## src/rtl/stat_flag_pkg.sv

```systemverilog
package stat_flag_pkg;
  localparam int STAT_W = 17;
  localparam int MODE_N = 5;

  localparam int POS_ACC_SIGN  = 7;
  localparam int POS_ACC_ZERO  = 8;
  localparam int POS_ACC_CARRY = 9;
  localparam int POS_ACC_OVF   = 10;
  localparam int POS_ADR_ZERO  = 11;
  localparam int POS_ADR_CARRY = 12;
  localparam int POS_BUS_SIGN  = 13;
  localparam int POS_BUS_ZERO  = 14;

  // Bits 6:5 are not implemented
  localparam logic [STAT_W-1:0] IMPL_MASK = 17'h1FF9F;

  typedef enum logic [1:0] {
    DST_ACC  = 2'b00,
    DST_ADDR = 2'b01,
    DST_BUS  = 2'b10,
    DST_NONE = 2'b11
  } dest_e;

  typedef struct packed {
    logic acc_en;
    logic adr_en;
    logic bus_en;
    logic acc_sign;
    logic acc_zero;
    logic acc_carry;
    logic acc_ovf;
    logic adr_zero;
    logic adr_carry;
    logic bus_sign;
    logic bus_zero;
  } flag_upd_t;
endpackage

```

## src/rtl/stat_flag_eval.sv

```systemverilog
module stat_flag_eval
  import stat_flag_pkg::*;
#(
  parameter int ACC_W  = 16,
  parameter int ADDR_W = 16,
  parameter int BUS_W  = 16
) (
  input  logic             upd_valid,
  input  logic [1:0]       upd_dest,
  input  logic [ACC_W-1:0] res_value,
  input  logic             res_carry,
  input  logic             res_ovf,
  output flag_upd_t        upd_o
);
  dest_e dest;

  always_comb begin
    dest = dest_e'(upd_dest);
    upd_o = '0;
    upd_o.acc_en    = upd_valid && (dest == DST_ACC);
    upd_o.adr_en    = upd_valid && (dest == DST_ADDR);
    upd_o.bus_en    = upd_valid && (dest == DST_BUS);
    upd_o.acc_sign  = res_value[ACC_W-1];
    upd_o.acc_zero  = (res_value == '0);
    upd_o.acc_carry = res_carry;
    upd_o.acc_ovf   = res_ovf;
    upd_o.adr_zero  = (res_value[ADDR_W-1:0] == '0);
    upd_o.adr_carry = res_carry;
    upd_o.bus_sign  = res_value[BUS_W-1];
    upd_o.bus_zero  = (res_value[BUS_W-1:0] == '0);
  end
endmodule

```

## src/rtl/stat_mode_ctl.sv

```systemverilog
module stat_mode_ctl #(
  parameter int MODE_N = 5
) (
  input  logic [MODE_N-1:0] mode_cur,
  input  logic [MODE_N-1:0] mode_set,
  input  logic [MODE_N-1:0] mode_clr,
  output logic [MODE_N-1:0] mode_nxt
);
  for (genvar gi = 0; gi < MODE_N; gi++) begin : g_mode
    always_comb begin
      if (mode_clr[gi])      mode_nxt[gi] = 1'b0;
      else if (mode_set[gi]) mode_nxt[gi] = 1'b1;
      else                   mode_nxt[gi] = mode_cur[gi];
    end
  end
endmodule

```

## src/rtl/stat_reg_core.sv

```systemverilog
module stat_reg_core
  import stat_flag_pkg::*;
(
  input  logic              clk,
  input  logic              rst_core_n,
  input  logic              wr_en,
  input  logic [STAT_W-1:0] wr_data,
  input  logic [MODE_N-1:0] mode_nxt,
  input  flag_upd_t         upd_i,
  output logic [STAT_W-1:0] stat_q
);
  logic [STAT_W-1:0] stat_r;
  logic [STAT_W-1:0] stat_nxt;
  logic              ld_en;

  always_comb begin
    stat_nxt = stat_r;
    if (wr_en) begin
      stat_nxt = wr_data;
    end else begin
      stat_nxt[MODE_N-1:0] = mode_nxt;
      if (upd_i.acc_en) begin
        stat_nxt[POS_ACC_SIGN]  = upd_i.acc_sign;
        stat_nxt[POS_ACC_ZERO]  = upd_i.acc_zero;
        stat_nxt[POS_ACC_CARRY] = upd_i.acc_carry;
        stat_nxt[POS_ACC_OVF]   = upd_i.acc_ovf;
      end
      if (upd_i.adr_en) begin
        stat_nxt[POS_ADR_ZERO]  = upd_i.adr_zero;
        stat_nxt[POS_ADR_CARRY] = upd_i.adr_carry;
      end
      if (upd_i.bus_en) begin
        stat_nxt[POS_BUS_SIGN]  = upd_i.bus_sign;
        stat_nxt[POS_BUS_ZERO]  = upd_i.bus_zero;
      end
    end
    stat_nxt = stat_nxt & IMPL_MASK;
  end

  assign ld_en = wr_en | upd_i.acc_en | upd_i.adr_en | upd_i.bus_en |
                 (mode_nxt != stat_r[MODE_N-1:0]);

  always_ff @(posedge clk or negedge rst_core_n) begin
    if (!rst_core_n)  stat_r <= '0;
    else if (ld_en)   stat_r <= stat_nxt;
  end

  assign stat_q = stat_r;
endmodule

```

## src/rtl/stat_flag_unit.sv

```systemverilog
module stat_flag_unit
  import stat_flag_pkg::*;
#(
  parameter int ACC_W       = 16,
  parameter int ADDR_W      = 16,
  parameter int BUS_W       = 16,
  parameter int SYNC_STAGES = 2
) (
  input  logic             clk,
  input  logic             rst_n,
  input  logic             upd_valid,
  input  logic [1:0]       upd_dest,
  input  logic [ACC_W-1:0] res_value,
  input  logic             res_carry,
  input  logic             res_ovf,
  input  logic [4:0]       mode_set,
  input  logic [4:0]       mode_clr,
  input  logic             wr_en,
  input  logic [16:0]      wr_data,
  output logic [16:0]      stat_q
);
  logic [SYNC_STAGES-1:0] rst_sync;
  logic                   rst_core_n;
  flag_upd_t              upd;
  logic [MODE_N-1:0]      mode_nxt;

  always_ff @(posedge clk or negedge rst_n) begin
    if (!rst_n) rst_sync <= '0;
    else        rst_sync <= {rst_sync[SYNC_STAGES-2:0], 1'b1};
  end
  assign rst_core_n = rst_sync[SYNC_STAGES-1];

  stat_flag_eval #(
    .ACC_W (ACC_W),
    .ADDR_W(ADDR_W),
    .BUS_W (BUS_W)
  ) u_eval (
    .upd_valid(upd_valid),
    .upd_dest (upd_dest),
    .res_value(res_value),
    .res_carry(res_carry),
    .res_ovf  (res_ovf),
    .upd_o    (upd)
  );

  stat_mode_ctl #(
    .MODE_N(MODE_N)
  ) u_mode (
    .mode_cur(stat_q[MODE_N-1:0]),
    .mode_set(mode_set),
    .mode_clr(mode_clr),
    .mode_nxt(mode_nxt)
  );

  stat_reg_core u_core (
    .clk       (clk),
    .rst_core_n(rst_core_n),
    .wr_en     (wr_en),
    .wr_data   (wr_data),
    .mode_nxt  (mode_nxt),
    .upd_i     (upd),
    .stat_q    (stat_q)
  );
endmodule

```

## config.mk

```make
export PLATFORM = sky130hd
export DESIGN_NAME = stat_flag_unit
export DESIGN_NICKNAME = d
export VERILOG_FILES = /design/src/rtl/stat_flag_pkg.sv /design/src/rtl/stat_flag_eval.sv /design/src/rtl/stat_mode_ctl.sv /design/src/rtl/stat_reg_core.sv /design/src/rtl/stat_flag_unit.sv
export SDC_FILE = /design/constraint.sdc
export NUM_CORES = 1
export LEC_CHECK = 0
export ABC_AREA = 1
export BUFFER_PORTS_ARGS = -buffer_cell sky130_fd_sc_hd__buf_2
export CORE_MARGIN = 2
export CORE_UTILIZATION = 35
export DETAILED_ROUTE_END_ITERATION = 10
export PLACE_DENSITY = 0.81
export SETUP_SLACK_MARGIN = 0.3
export SLEW_MARGIN = 30
export SYNTH_ARGS = -nofsm -noshare
export SYNTH_HDL_FRONTEND = slang
export SYNTH_SLANG_ARGS = --single-unit
```

## constraint.sdc

```tcl
create_clock -name clk -period 0.8 [get_ports clk]
set_input_delay 0.08 -clock clk [delete_from_list [all_inputs] [get_ports clk]]
set_output_delay 0.08 -clock clk [all_outputs]
set_load 0.01 [all_outputs]
```

==> reports/qor.csv <==
metric,value,unit
worst path buffer plus inverter count,1,
WL final,2190,um
synth top area cells,"dfrtp_1 (54%), nand2_1 (18%), nor2_1 (8.0%)",
"Min Clock Period, post-route",0.916,ns
final setup margin,-0.116,ns
CP Data Required Time,0.72,ns
largest net degree at the start of global routing,16,
Core ar.,0.00217,mm2
"CTS clk-pin slew, worst paths",0.10,ns
# fillers,217,
Ys Warns,0,
Peak supply drop,0.972,mV
total negative setup slack,-1.45,ns
Post-synth EDFFs,0,
share of the synthesized area in the top cell type,53.6,%
ant diodes,0,
status,"finished, violations left",
Tot Pwr,1.96,mW
gr usage total,17.4,%
Worst Hold Class,input port to register,
H-tree Lvls,1,
Mapped Area,793,um2
clock sink total,17,
sequential fraction of the synthesis area,53.6,%
Setup CP Type,register to primary output,
PortBufs,63,
failing checks,"hold timing, setup timing",
power density over the cells,1470,mW/mm2
RSZ-0062 raised after global routing,yes,
cell taking the most area after synthesis,dfrtp_1,
first drt pass iteration count,3,
first-pass GRT wire length,3450,um
asr flop ratio synth,100,%
CP Cell Sequence,buf_2,
via count of the routed design,940,
fmax,1090,MHz
Die Height,51.6,um
slowest cell on the critical path,dfrtp_1,
row cnt,17,
post-route cell area,0.00133,mm2
Cells after Synth,101,
pre-CTS setup slack,-0.0863,ns
clk_lat worst skew,0.28,ns
CTS buffer count,3,
iteration-0 DRC count of the detailed router,2,
Critical Path Source Type,register,
max-cap violation count,0,
"count leader, synth",nand2_1,
initial antenna violation count,0,
endpoints failing setup,17,
layout cells sized above 1,51.7,%
critical path endpoint category,primary output,
top post-synthesis cells by count,"nand2_1 (39), dfrtp_1 (17), nor2_1 (17)",
CP max stage delay,0.41,ns
CTS Root Cell,clkbuf_4,
top_reg_cell synth,dfrtp_1,
syn avg cell area,7.85,um2
IO Pins,68,
GPL Wtd Cong,0.864,
Fin. Hold Viols,5,
Post-CTS Hold Buffers,1,
Critical Path AT,0.84,ns
CTS tree,built,
register bit total from synthesis,17,
final net count,232,
remaining global-route overflow,0,
Final Max Slew Viols,0,
dpl hpwl,1710,um
vias in the first global route,881,
Layout Utilization,61.3,%
leakage power,0.755,nW
CTS max path bufs,2,
Fin Hold WS,-0.0346,ns
worst-path fanout max,2,
Starting Density,36.6,%
Final Cycle Share,115,%
Die X,51.6,um
Worst path top cell family by delay,flip-flops,
Die Area,0.00266,mm2
post-route antenna net violation count,0,
placed cell area,0.00115,mm2
DRC,0,
Worst Clk Skew,0.00301,ns
WL per Instance,10.5,um
Layout area overhead,67.7,%
vias per std cell,4.52,
synth unique cells,15,
where the power goes:
part           switching (mW)  internal, mW
Clock                   0.257         0.185
Sequential             0.0562         0.935
Combinational           0.231         0.293
Total                   0.543          1.41
state kept, by name (all words and copies together), names as in the netlist:
signal	flops
rst_sync	2
u_core.stat_q	15
area by class of cell:
type | count | area (um2) | share of cell area, %
timing repair buffer | 78 | 463 | 34.8
sequential | 17 | 427 | 32.1
multi-input combinational | 77 | 363 | 27.3
tap | 28 | 35.0 | 2.63
clock buffer | 3 | 22.5 | 1.69
inverter | 4 | 15.0 | 1.13
clock inverter | 1 | 5.00 | 0.376
cells in the final DEF (no fill, tap or decap), types with 3 or more instances in the layout:
cell      instances
a31oi_1           4
buf_2            62
buf_4             7
buf_6             8
clkbuf_4          3
conb_1            3
dfrtp_1          16
inv_1             3
nand2_1          35
nand2_2           4
nand3_1           5
nor2_1           13
nor2_2            4
o31ai_1           4
metrics by stage:
step           hold slack [ns]  instances
6_report               -0.0346        208
5_1_grt                -0.0603        208
4_1_cts                -0.0490        202
3_5_place_dp            -0.128        192
3_3_place_gp            -0.133        192
2_1_floorplan           -0.216        102
metal layers:
metal | vias up | track usage [%] | part of all wire [%]
met5 | - | 0 | 0
met2 | 36 | 32.9 | 55
met1 | 425 | 19.0 | 38
met3 | 2 | 3.45 | 6.1
li1 | 477 | - | -
met4 | 0 | 6.58 | 1.2
worst paths after layout:
path / start / endpoint / slack (ns) / depth (start not counted)
worst min register to register: rst_sync[1] / u_core.stat_q[16] / 0.16 / 0
min in group asynchronous: rst_n / rst_sync[0] / 0.10 / 2
worst max register to register: u_core.stat_q[9] / u_core.stat_q[9] / -0.04 / 4
max in group asynchronous: rst_sync[1] / u_core.stat_q[7] / 0.39 / 0
worst min-delay path: mode_clr[0] / u_core.stat_q[0] / -0.03 / 2
worst max-delay path: u_core.stat_q[11] / stat_q[11] / -0.12 / 1
cell families after synthesis:
kind of cell,Yosys count,synth area share (%)
AOI/OAI and AO/OA,10,8.83
buffers and inverters,8,4.89
DFF,17,53.6
and+or+nand+nor,64,31.7
other,2,0.947
worst register-to-register path, delay by kind of cell (launching register included):
kind            cells  cell delay (ns)
flops               1             0.40
buf+inv             2             0.22
simple gates        1             0.04
compound gates      1             0.07
timing repair:
action / in CTS / in global routing
hold endpoints to repair: 7 / 6
gates cloned: 0 / 0
endpoints found under the setup margin: 30 / 31
pin swaps: 7 / 5
gates resized for setup: 6 / 11
buffers inserted: 5 / 6
No activity file was read; power rests on OpenSTA's default activity.
